**src/rtl/wdt_pkg.sv**
```systemverilog
package wdt_pkg;
  localparam int ADDR_CFG  = 0;
  localparam int ADDR_TOUT = 2;
  localparam int ADDR_STAT = 6;

  localparam int GATE_BIT  = 8;
  localparam int CFG_LIVE  = 9;   // bits below this index are writable

  typedef enum logic [1:0] {
    ACT_NONE = 2'b00,
    ACT_IRQ  = 2'b01,
    ACT_SMI  = 2'b10,
    ACT_RST  = 2'b11
  } act_e;

  typedef enum logic [1:0] {
    ST_IDLE = 2'd0,
    ST_ONE  = 2'd1,
    ST_TWO  = 2'd2
  } stage_e;
endpackage

```
**src/rtl/wdt_prescaler.sv**
```systemverilog
module wdt_prescaler #(
  parameter int SEL_W   = 4,
  parameter int SEL_MAX = 13,
  localparam int CW     = (SEL_MAX > 0) ? SEL_MAX : 1
) (
  input  logic             clk,
  input  logic             rst,
  input  logic             clr_i,
  input  logic             tick_i,
  input  logic             en_i,
  input  logic [SEL_W-1:0] sel_i,
  output logic             div_tick_o
);
  logic [CW-1:0]    pcnt;
  logic [CW-1:0]    mask;
  logic [SEL_W-1:0] sel_eff;
  logic             step;
  logic             term;

  // reserved codes above the maximum fall back to the maximum
  always_comb begin
    sel_eff = (sel_i > SEL_W'(SEL_MAX)) ? SEL_W'(SEL_MAX) : sel_i;
    mask    = '0;
    for (int i = 0; i < CW; i++) begin
      if (i < int'(sel_eff)) mask[i] = 1'b1;
    end
  end

  assign step       = tick_i & en_i;
  assign term       = (pcnt >= mask);
  assign div_tick_o = step & term;

  always_ff @(posedge clk) begin
    if (rst || clr_i) begin
      pcnt <= '0;
    end else if (step) begin
      pcnt <= term ? '0 : pcnt + 1'b1;
    end
  end

  AST_PRESCALE_CLEAR: assert property (@(posedge clk) disable iff (rst)
    clr_i |=> (pcnt == '0)) else $error("prescaler not cleared on kick");
endmodule

```
**src/rtl/wdt_countdown.sv**
```systemverilog
module wdt_countdown
  import wdt_pkg::*;
#(
  parameter int TW = 16
) (
  input  logic          clk,
  input  logic          rst,
  input  logic          kick_i,
  input  logic [TW-1:0] kick_val_i,
  input  logic [TW-1:0] reload_i,
  input  logic          div_tick_i,
  output logic          exp_o,
  output logic          exp_stage2_o
);
  stage_e        stage;
  logic [TW-1:0] cnt;
  logic          active;
  logic          last;

  assign active       = (stage != ST_IDLE);
  assign last         = (cnt == TW'(1));
  assign exp_o        = div_tick_i & ~kick_i & active & last;
  assign exp_stage2_o = (stage == ST_TWO);

  always_ff @(posedge clk) begin
    if (rst) begin
      stage <= ST_IDLE;
      cnt   <= '0;
    end else if (kick_i) begin
      cnt   <= kick_val_i;
      stage <= (kick_val_i == '0) ? ST_IDLE : ST_ONE;
    end else if (div_tick_i && active) begin
      if (last) begin
        if (stage == ST_ONE) begin
          cnt   <= reload_i;
          stage <= (reload_i == '0) ? ST_IDLE : ST_TWO;
        end else begin
          stage <= ST_IDLE;
        end
      end else begin
        cnt <= cnt - 1'b1;
      end
    end
  end

  AST_KICK_LOADS: assert property (@(posedge clk) disable iff (rst)
    (kick_i && kick_val_i != '0) |=> (stage == ST_ONE && cnt == $past(kick_val_i)))
    else $error("kick did not restart stage one");
  AST_HALT_AFTER_TWO: assert property (@(posedge clk) disable iff (rst)
    (exp_o && stage == ST_TWO) |=> (stage == ST_IDLE))
    else $error("stage two expiry did not halt");
  AST_ZERO_STOPS: assert property (@(posedge clk) disable iff (rst)
    (kick_i && kick_val_i == '0) |=> (stage == ST_IDLE))
    else $error("zero timeout left counter running");
endmodule

```
**src/rtl/wdt_regs.sv**
```systemverilog
module wdt_regs
  import wdt_pkg::*;
#(
  parameter int AW    = 4,
  parameter int DW    = 16,
  parameter int SEL_W = 4
) (
  input  logic             clk,
  input  logic             rst,
  input  logic [AW-1:0]    bus_addr_i,
  input  logic             bus_wr_i,
  input  logic [DW-1:0]    bus_wdata_i,
  input  logic             bus_rd_i,
  output logic [DW-1:0]    bus_rdata_o,
  input  logic             exp_i,
  input  logic             exp_stage2_i,
  output logic             kick_o,
  output logic [DW-1:0]    timeout_o,
  output logic [SEL_W-1:0] sel_o,
  output logic             gate_o,
  output logic             irq_o,
  output logic             smi_o,
  output logic             rst_req_o
);
  logic [DW-1:0] cfg_q;
  logic [7:0]    stat_q;
  logic [7:0]    stat_set;
  logic [7:0]    stat_clr;
  logic          cfg_wr;
  logic          stat_wr;
  act_e          act;

  assign cfg_wr  = bus_wr_i && (bus_addr_i == AW'(ADDR_CFG));
  assign kick_o  = bus_wr_i && (bus_addr_i == AW'(ADDR_TOUT));
  assign stat_wr = bus_wr_i && (bus_addr_i == AW'(ADDR_STAT));

  assign sel_o  = cfg_q[SEL_W-1:0];
  assign gate_o = cfg_q[GATE_BIT];
  assign irq_o  = stat_q[1];
  assign smi_o  = stat_q[2];

  always_comb begin
    act      = exp_stage2_i ? act_e'(cfg_q[7:6]) : act_e'(cfg_q[5:4]);
    stat_set = '0;
    if (exp_i) begin
      stat_set[0] = 1'b1;
      case (act)
        ACT_IRQ: stat_set[1] = 1'b1;
        ACT_SMI: stat_set[2] = 1'b1;
        ACT_RST: stat_set[3] = 1'b1;
        default: ;
      endcase
    end
    stat_clr = '0;
    if (stat_wr) stat_clr = bus_wdata_i[0] ? 8'h01 : 8'h0E;
  end

  always_ff @(posedge clk) begin
    if (rst) begin
      cfg_q     <= '0;
      timeout_o <= '0;
      stat_q    <= '0;
      rst_req_o <= 1'b0;
    end else begin
      if (cfg_wr) cfg_q[CFG_LIVE-1:0] <= bus_wdata_i[CFG_LIVE-1:0];
      if (kick_o) timeout_o <= bus_wdata_i;
      // a new event beats a clear in the same cycle
      stat_q[3:0] <= (stat_q[3:0] & ~stat_clr[3:0]) | stat_set[3:0];
      rst_req_o   <= exp_i && (act == ACT_RST);
    end
  end

  always_ff @(posedge clk) begin
    if (rst) begin
      bus_rdata_o <= '0;
    end else if (bus_rd_i) begin
      case (int'(bus_addr_i))
        ADDR_CFG:  bus_rdata_o <= cfg_q;
        ADDR_TOUT: bus_rdata_o <= timeout_o;
        ADDR_STAT: bus_rdata_o <= {{(DW-8){1'b0}}, stat_q};
        default:   bus_rdata_o <= '0;
      endcase
    end else begin
      bus_rdata_o <= '0;
    end
  end

  AST_OVF_ON_EXPIRE: assert property (@(posedge clk) disable iff (rst)
    exp_i |=> stat_q[0]) else $error("expiry did not set overflow");
  AST_FLAG_STICKY: assert property (@(posedge clk) disable iff (rst)
    $fell(irq_o) |-> $past(stat_wr && !bus_wdata_i[0]))
    else $error("interrupt flag cleared without clear write");
  AST_RST_PULSE_CAUSE: assert property (@(posedge clk) disable iff (rst)
    rst_req_o |-> $past(exp_i)) else $error("reset pulse without expiry");
  AST_RSVD_CFG: assert property (@(posedge clk) disable iff (rst)
    cfg_wr |=> (cfg_q[DW-1:CFG_LIVE] == '0)) else $error("reserved bits changed");
endmodule

```
**src/rtl/wdt_two_stage.sv**
```systemverilog
module wdt_two_stage
  import wdt_pkg::*;
#(
  parameter int AW      = 4,
  parameter int DW      = 16,
  parameter int SEL_W   = 4,
  parameter int SEL_MAX = 13
) (
  input  logic          clk,
  input  logic          rst,
  input  logic          tick_i,
  input  logic [AW-1:0] bus_addr,
  input  logic          bus_wr,
  input  logic [DW-1:0] bus_wdata,
  input  logic          bus_rd,
  output logic [DW-1:0] bus_rdata,
  output logic          irq_o,
  output logic          smi_o,
  output logic          rst_req_o
);
  logic             kick;
  logic [DW-1:0]    timeout;
  logic [SEL_W-1:0] sel;
  logic             gate;
  logic             div_tick;
  logic             exp;
  logic             exp_stage2;

  wdt_regs #(.AW(AW), .DW(DW), .SEL_W(SEL_W)) u_regs (
    .clk          (clk),
    .rst          (rst),
    .bus_addr_i   (bus_addr),
    .bus_wr_i     (bus_wr),
    .bus_wdata_i  (bus_wdata),
    .bus_rd_i     (bus_rd),
    .bus_rdata_o  (bus_rdata),
    .exp_i        (exp),
    .exp_stage2_i (exp_stage2),
    .kick_o       (kick),
    .timeout_o    (timeout),
    .sel_o        (sel),
    .gate_o       (gate),
    .irq_o        (irq_o),
    .smi_o        (smi_o),
    .rst_req_o    (rst_req_o)
  );

  wdt_prescaler #(.SEL_W(SEL_W), .SEL_MAX(SEL_MAX)) u_pres (
    .clk        (clk),
    .rst        (rst),
    .clr_i      (kick),
    .tick_i     (tick_i),
    .en_i       (~gate),
    .sel_i      (sel),
    .div_tick_o (div_tick)
  );

  wdt_countdown #(.TW(DW)) u_cnt (
    .clk          (clk),
    .rst          (rst),
    .kick_i       (kick),
    .kick_val_i   (bus_wdata),
    .reload_i     (timeout),
    .div_tick_i   (div_tick),
    .exp_o        (exp),
    .exp_stage2_o (exp_stage2)
  );
endmodule

```
**config.mk**
```make
export PLATFORM = sky130hd
export DESIGN_NAME = wdt_two_stage
export DESIGN_NICKNAME = d
export VERILOG_FILES = /design/src/rtl/wdt_pkg.sv /design/src/rtl/wdt_prescaler.sv /design/src/rtl/wdt_countdown.sv /design/src/rtl/wdt_regs.sv /design/src/rtl/wdt_two_stage.sv
export SDC_FILE = /design/constraint.sdc
export NUM_CORES = 1
export LEC_CHECK = 0
export BUFFER_PORTS_ARGS = -buffer_cell sky130_fd_sc_hd__buf_2
export CAP_MARGIN = 20
export CORE_AREA = 2 2 103 105
export DETAILED_ROUTE_END_ITERATION = 16
export DIE_AREA = 0 0 105 107
export SYNTH_ARGS = -nofsm -noshare
export SYNTH_HDL_FRONTEND = slang
export SYNTH_SLANG_ARGS = --single-unit
```
**constraint.sdc**
```tcl
create_clock -name clk -period 3.4 [get_ports clk]
set_input_delay 0.34 -clock clk [delete_from_list [all_inputs] [get_ports clk]]
set_output_delay 0.34 -clock clk [all_outputs]
set_load 0.05 [all_outputs]
```
==> reports/qor.csv, run 1 <==
metric;value;unit
irDropWorstVdd;0.000157;V
drt_iter0_markers;260;
status;complete, no violations;
switchingPower;519;uW
ys.flop_type;dfxtp_1;
cts_buffer_depth;2;
pwr-share-seq;0.492;
routed_wirelength;11000;um
final_common_cell;dfxtp_1;
cp.required;3.70;ns
finClkSkew;0.0137;ns
rsz0062_at_grt;false;
synthCells;483;
swShare;0.274;
cts_tree;built;
insertion_delay;0.36;ns
drtPass1Iterations;5;
drv_slew;0;
wl_met2;5000;um
post_cts_resized;0;
p_int;1.37;mW
cts-htree-levels;3;
dpl.hpwl;8070;um
ys_async_sr_fraction;0;
synth_area;3990;um^2
finalPower;1.89;mW
dr_wl_met3;558;um
wire_per_inst;16.8;um
clockPowerShare;0.382;
cts-buffers-inserted;9;
hold_buffers;0;
syn_nets;524;
area_growth;13.3;%
fin_tns_setup;0;ns
post_cts_buffers;0;
yosysUniqueCellTypes;52;
die_h;107;um
reg2reg_slack;0.69;ns
dieArea;11200;um^2
finalHoldViolCount;0;
cp_max_fo;10;
wl_met1;5230;um
synth-seq-cells;77;
antenna_found_initial;0;
fp-row-count;37;
drtAntennaViolNets;0;
root_buffer;clkbuf_8;
clk_pin_slew;0.09;ns
final_cell_mix;dfxtp_1 (77), nor2_1 (62), nand2_1 (59), buf_2 (43), a21oi_1 (37);
max_freq;369;MHz
post-route-min-period;2.71;ns
clock-sinks;77;
dr.max_layer_used;met4;
num_vias;3676;
grt_pass1_wl;18300;um
leakagePower;1.79;nW
place.gp.congestion;0.917;
grt_pass1_vias;3565;
start_util;0.395;
syn_area_per_cell;8.25;um^2
finalSetupViolations;0;
layout-drive-gt1-share;0.150;
die_w;105;um
finalCritPeriodShare;0.797;
worstMarginPinSlew;0.715;ns
io_buffers;43;
grt_usage;0.206;
yosysSeqAreaShare;0.387;
ios;44;
via_per_inst;5.60;
critical_path_class;flip-flop to flip-flop;
nNetsFinal;557;
drv_cap;0;
max-slew-margin-rel;0.524;
setup_ws;0.689;ns
cp-start-kind;flip-flop;
synth_warnings;0;
core;10100;um^2
synth_edf_count;0;
grt_max_degree;36;
hold_path_class;primary input to flip-flop;
p_per_area;419;nW/um^2
drc;0;
antenna_cells;0;
overflow;0;
arrival;3.01;ns
crit_path_end_kind;flip-flop;
dpl_worst_slack;0.773;ns
combPwrFrac;0.126;
==> state kept, by name, summed over array words and instances, names as in the netlist <==
| register | count |
|---|---|
| u_regs.cfg_q | 9 |
| u_cnt.stage | 2 |
| u_pres.pcnt | 13 |
| u_regs.timeout_o | 16 |
| u_regs.bus_rdata_o | 16 |
| u_cnt.cnt | 16 |
| u_regs.rst_req_o | 1 |
| u_regs.stat_q | 4 |
==> per-stage QoR <==
step,area [um^2],hold WS [ns],util,std cells
global placement,4310,0.457,0.427,641
global route,4520,0.237,0.447,657
finish,4520,0.240,0.447,657
CTS,4520,0.222,0.447,657
detailed placement,4310,0.465,0.427,641
floorplan,3990,0.443,-,483
==> Yosys cell counts, types with 4 or more instances <==
master / number / area (um^2)
a211oi_1: 7 / 52.6
clkbuf_1: 20 / 75.1
nand2b_1: 7 / 43.8
nor2b_1: 5 / 31.3
o31ai_1: 5 / 37.5
nor2_1: 63 / 236
and3_1: 13 / 81.3
ha_1: 16 / 200
nor4_1: 10 / 62.6
o21ai_0: 9 / 45.0
mux2_2: 4 / 45.0
a21oi_1: 37 / 185
mux2i_1: 15 / 150
a22oi_1: 5 / 37.5
and2_1: 4 / 25.0
xor2_1: 7 / 61.3
a311oi_1: 6 / 52.6
nand2_1: 59 / 221
nor3_1: 11 / 55.1
xnor2_1: 10 / 87.6
dfxtp_1: 77 / 1540
nand3_1: 13 / 65.1
inv_1: 7 / 26.3
nand4_1: 10 / 62.6
o211ai_1: 16 / 120
==> routing by layer <==
| layer | GRT usage | vias up |
|---|---|---|
| li1 | - | 1816 |
| met1 | 0.278 | 1737 |
| met5 | 0 | - |
| met2 | 0.324 | 107 |
| met3 | 0.0444 | 16 |
| met4 | 0.0733 | 0 |
==> path summary, 6_finish.rpt <==
kind / from / cells after the start / endpoint
max: u_regs.cfg_q[1] / 9 / u_regs.stat_q[3]
min reg2reg: u_regs.stat_q[1] / 2 / u_regs.stat_q[1]
max reg2reg: u_regs.cfg_q[1] / 9 / u_regs.stat_q[3]
min: bus_wdata[11] / 3 / u_regs.timeout_o[11]
==> critical path: stages, from the launching register on <==
cell,delay [ns]
dfxtp_1,0.49
and2_1,0.21
o21ai_0,0.09
ha_1,0.33
nand4_1,0.16
nor3_1,0.29
nand2b_1,0.11
o21a_1,0.31
nor4_1,0.46
a22o_1,0.21
==> power groups by stage <==
stage | clock [mW] | sequential, mW | combinational (mW)
4_1_cts | 0.737 | 0.929 | 0.238
5_1_grt | 0.775 | 0.932 | 0.266
2_1_floorplan | 0 | 0.945 | 0.171
3_3_place_gp | 0 | 0.950 | 0.236
6_report | 0.723 | 0.930 | 0.239
3_5_place_dp | 0 | 0.951 | 0.237
==> logic make-up after synthesis <==
kind of cell | after synthesis | synth area share
xor gates and xnor gates | 17 | 0.0374
buffers and inverters | 33 | 0.0330
adders and majority gates | 16 | 0.0502
AOI/OAI and AO/OA | 110 | 0.185
muxes | 19 | 0.0490
DFF | 77 | 0.387
and+or+nand+nor | 211 | 0.259
==> cell type report <==
type,instances,area [um^2]
clock buffer,10,138
timing repair buffer,48,253
clock inverter,6,72.6
inverter,7,26.3
sequential,77,1540
tap,136,170
fill,1027,5580
multi-input combinational,373,2310
No activity file was read; power rests on OpenSTA's default activity.
==> inputs of run 2 (changes only) <==
Clock period 3.4 ns to 2.4 ns, I/O delays scaled along.
==> run 2 against run 1 <==
Critical path depth rose by 3. Hold slack got worse by 0.11 ns. Sequential share of layout area is 1.7 points lower. Clock-buffer cell count grew 2. Cell count increased by 4.6%. Setup slack got worse by 0.63 ns. Highest routed layer unchanged. Core utilization is 2.7 points higher. Non-clock buffer count increased by 30.
==> reports/qor.csv, run 2 (synthesis results as in run 1) <==
metric;value;unit
dpl.hpwl;8260;um
cts-buffers-inserted;9;
irDropWorstVdd;0.000214;V
final_cell_mix;dfxtp_1 (73), nor2_1 (62), nand2_1 (59), buf_2 (43), a21oi_1 (37);
hold_path_class;primary input to flip-flop;
critical_path_class;flip-flop to flip-flop;
die_h;107;um
grt_usage;0.202;
finalHoldViolCount;0;
crit_chain;and2_4, o21ai_1, ha_1, nand4_1, nor3_2, buf_4, a22oi_2, buf_4, o21a_2, buf_12, o211ai_1, o31ai_1;
startpoint;u_regs.cfg_q[1];
min_from;bus_wdata[11];
drv_slew;0;
antenna_found_initial;0;
leakagePower;1.95;nW
switchingPower;724;uW
ios;44;
drc;0;
grt_max_degree;47;
p_per_area;543;nW/um^2
clockPowerShare;0.353;
hold_buffers;0;
crit_path_top_delay_cell;dfxtp_4;
fp-row-count;37;
multi_input_area;2370;um^2
place.gp.congestion;0.899;
stdcell_count;687;
finalCritPeriodShare;0.975;
drv_cap;0;
core;10100;um^2
overflow;0;
fillers;1034;
dieArea;11200;um^2
cts_buffer_depth;2;
swShare;0.278;
cp-start-kind;flip-flop;
dp.cells;668;
post-route-min-period;2.34;ns
reg_top3;u_cnt.cnt (16), u_regs.bus_rdata_o (16), u_regs.timeout_o (16);
final_common_cell;dfxtp_1;
die_w;105;um
insertion_delay;0.36;ns
holdPathStages;3;
cts-htree-levels;3;
layout-drive-gt1-share;0.218;
p_int;1.88;mW
max-slew-margin-rel;0.574;
hold_slack;0.133;ns
worst-r2r-cell-count;12;
io_buffers;43;
dpl_worst_slack;-0.143;ns
worstMarginPinSlew;0.634;ns
nNetsFinal;587;
wire_per_inst;16.5;um
drtPass1Iterations;6;
rr_endpoint;u_cnt.cnt[13];
cts_tree;built;
antenna_cells;0;
drtAntennaViolNets;0;
cp.buffers_inverters;3;
max_freq;428;MHz
root_buffer;clkbuf_8;
routed_wirelength;11300;um
status;complete, no violations;
via_per_inst;5.57;
crit_path_end_kind;flip-flop;
arrival;2.57;ns
crit_family;compound AO/OA/AOI/OAI gates;
drt_iter0_markers;309;
grt_pass1_vias;3509;
start_util;0.395;
clock-sinks;77;
pwr-share-seq;0.505;
regArea;1550;um^2
num_vias;3824;
clk_pin_slew;0.08;ns
finClkSkew;0.00813;ns
cp_max_fo;9;
cp.required;2.63;ns
path_common_cell;buf_4;
slowest_delay;0.41;ns
setup_ws;0.0612;ns
grt_pass1_wl;18000;um
area_growth;20.2;%
hold_end;u_regs.timeout_o[11];
reg2reg_slack;0.06;ns
r2r_start;u_regs.cfg_q[1];
finalSetupViolations;0;
combPwrFrac;0.142;
-- run 2: cell count changes in the layout (fill, tap and decap cells not counted), moves of 2 or more --
cell      change
o21ai_1       +2
clkinv_2      +3
dfxtp_4       +2
buf_4        +28
clkinv_4      -4
dfxtp_1       -4
o21ai_0       -4
dfxtp_2       +2
nor3_1        -2
-- run 2: layout make-up --
type,instances,area share
clock inverter,4,0.00470
tap,136,0.0355
multi-input combinational,373,0.495
timing repair buffer,78,0.103
clock buffer,12,0.0324
sequential,77,0.324
inverter,7,0.00549
-- run 2: tightest hold or removal path: cells and delay by family --
family | cells | cell delay [ns]
buffers and inverters | 1 | 0.11
AND/OR/NAND/NOR | 1 | 0.05
AO/OA/AOI/OAI | 1 | 0.05
-- run 2: power by group through the flow --
| stage | registers [mW] | clock network (mW) | logic, mW |
|---|---|---|---|
| after floorplan | 1.34 | 0 | 0.242 |
| after global placement | 1.35 | 0 | 0.353 |
| after detailed placement | 1.35 | 0 | 0.353 |
| after CTS | 1.32 | 0.932 | 0.356 |
| after global routing | 1.32 | 0.992 | 0.406 |
| final | 1.31 | 0.917 | 0.369 |
-- run 2: per-stage QoR --
step / setup TNS [ns] / util / power [mW] / area (um^2)
after global routing: -0.473 / 0.474 / 2.71 / 4790
after global placement: -0.305 / 0.448 / 1.70 / 4520
after floorplan: 0 / - / 1.58 / 3990
final: 0 / 0.474 / 2.60 / 4790
after CTS: 0 / 0.468 / 2.60 / 4720
after detailed placement: -1.60 / 0.448 / 1.70 / 4520
-- run 2: worst max-delay path by stage --
stage / end / cells past startpoint
final: u_cnt.cnt[13] / 12
after global routing: u_cnt.cnt[3] / 10
after CTS: u_cnt.cnt[5] / 10
after detailed placement: u_cnt.cnt[5] / 9
after global placement: u_cnt.cnt[6] / 9
after floorplan: u_cnt.cnt[5] / 10
-- run 2: per-layer routing --
layer / share of wire / GRT usage
met1: 0.48 / 0.282
met3: 0.052 / 0.0456
met4: 0.024 / 0.0771
met2: 0.44 / 0.305
met5: 0 / 0
-- run 2: what timing repair did --
item,4_1_cts,5_1_grt
pin swaps,1,4
resized for setup,6,19
setup buffers,1,1
cloned,0,1
endpoints found under the setup margin,32,35
==> inputs of run 3 (changes only) <==
Settings changed: CTS_BUF_LIST from default to sky130_fd_sc_hd__clkbuf_4.
==> run 3 against run 2 <==
Combinational power barely moved. Clock-buffer cell count fell by 2. Die area did not move. Design area fell by 1.3%. Critical path depth fell by 2. Cell count fell by 0.15%.
==> reports/qor.csv, run 3 (synthesis results as in run 1) <==
metric;value;unit
max_freq;431;MHz
die_h;107;um
status;complete, no violations;
crit_family;compound AO/OA/AOI/OAI gates;
antenna_cells;0;
reg_top3;u_cnt.cnt (16), u_regs.bus_rdata_o (16), u_regs.timeout_o (16);
antenna_found_initial;0;
drtPass1Iterations;5;
fillers;1041;
grt_pass1_vias;3474;
finClkSkew;0.0179;ns
reg2reg_slack;0.08;ns
clockPowerShare;0.289;
finalPower;2.36;mW
crit_path_end_kind;flip-flop;
io_buffers;43;
grt_max_degree;47;
layout-drive-gt1-share;0.218;
hold_slack;0.0403;ns
hold_path_class;primary input to flip-flop;
start_util;0.395;
drtAntennaViolNets;0;
drc;0;
max-slew-margin-rel;0.569;
dpl.hpwl;8260;um
crit_path_top_delay_cell;dfxtp_4;
grt_pass1_wl;17900;um
final_common_cell;dfxtp_1;
routed_wirelength;11200;um
cts_tree;built;
clock-sinks;77;
leakagePower;1.93;nW
clk_pin_slew;0.13;ns
dieArea;11200;um^2
ios;44;
regArea;1550;um^2
cts-htree-levels;3;
combPwrFrac;0.155;
finalHoldViolCount;0;
area_growth;18.6;%
slowest_delay;0.43;ns
switchingPower;702;uW
die_w;105;um
critical_path_class;flip-flop to flip-flop;
wire_per_inst;16.4;um
finalSetupViolations;0;
arrival;2.66;ns
irDropWorstVdd;0.000199;V
overflow;0;
core;10100;um^2
p_int;1.66;mW
via_per_inst;5.58;
fp-row-count;37;
root_buffer;clkbuf_4;
cp.required;2.74;ns
cts-buffers-inserted;9;
grt_usage;0.202;
num_vias;3828;
pwr-share-seq;0.557;
hold_buffers;0;
drv_cap;0;
worstMarginPinSlew;0.641;ns
p_per_area;500;nW/um^2
insertion_delay;0.45;ns
crit_chain;and2_4, o21ai_1, ha_1, nand4_1, nor3_2, buf_4, a22oi_2, o21ai_4, a21o_4, o221a_2;
multi_input_area;2390;um^2
cp_max_fo;8;
finalCritPeriodShare;0.966;
post-route-min-period;2.32;ns
place.gp.congestion;0.899;
cp-start-kind;flip-flop;
drv_slew;0;
nNetsFinal;586;
swShare;0.297;
drt_iter0_markers;285;
cp.buffers_inverters;1;
cts_buffer_depth;2;
final_cell_mix;dfxtp_1 (73), nor2_1 (62), nand2_1 (59), buf_2 (43), a21oi_1 (35);
-- run 3: stage by stage --
stage	setup TNS, ns	setup slack (ns)	std cells	cell area [um^2]	utilization
2_1_floorplan	0	0.0381	483	3990	-
3_3_place_gp	-0.305	-0.0413	668	4520	0.448
3_5_place_dp	-1.60	-0.143	668	4520	0.448
4_1_cts	0	0.00167	684	4630	0.459
5_1_grt	-0.0681	-0.0238	686	4720	0.468
6_report	0	0.0824	686	4720	0.468
-- run 3: worst reg2reg max path, cell delays in order, from the launching register on --
cell	delay [ns]
dfxtp_4	0.43
and2_4	0.17
o21ai_1	0.06
ha_1	0.32
nand4_1	0.13
nor3_2	0.06
buf_4	0.15
a22oi_2	0.22
o21ai_4	0.14
a21o_4	0.25
o221a_2	0.27
-- run 3: area by class of cell --
class	instances	share of cell area
Clock inverter	6	0.00636
Timing Repair Buffer	76	0.101
Sequential cell	77	0.329
Multi-Input combinational cell	374	0.506
Inverter	7	0.00556
Clock buffer	10	0.0159
Tap cell	136	0.0360
-- run 3: path summary, 6_finish.rpt --
check	start	end	depth (start not counted)
max	u_regs.cfg_q[1]	u_cnt.cnt[5]	10
min reg2reg	u_regs.stat_q[0]	u_regs.stat_q[0]	2
max reg2reg	u_regs.cfg_q[1]	u_cnt.cnt[5]	10
min	bus_wdata[11]	u_regs.timeout_o[11]	3
-- run 3: power by group through the flow --
| stage | logic, mW | clock network (mW) | registers (mW) |
|---|---|---|---|
| after floorplan | 0.242 | 0 | 1.34 |
| after global placement | 0.353 | 0 | 1.35 |
| after detailed placement | 0.353 | 0 | 1.35 |
| after CTS | 0.356 | 0.693 | 1.32 |
| after global routing | 0.402 | 0.752 | 1.32 |
| final | 0.366 | 0.682 | 1.32 |
-- run 3: per-layer routing --
metal | track usage | wire [um] | vias up
met5 | 0 | 0 | -
met2 | 0.303 | 4920 | 132
met1 | 0.284 | 5390 | 1800
li1 | - | - | 1879
met3 | 0.0371 | 670 | 17
met4 | 0.0876 | 250 | 0
-- run 3: what timing repair did --
| action | CTS | global route |
|---|---|---|
| resized for setup | 5 | 22 |
| gates cloned | 0 | 1 |
| pin swaps | 1 | 7 |
| setup endpoints to repair | 32 | 35 |
| buffers inserted | 0 | 1 |
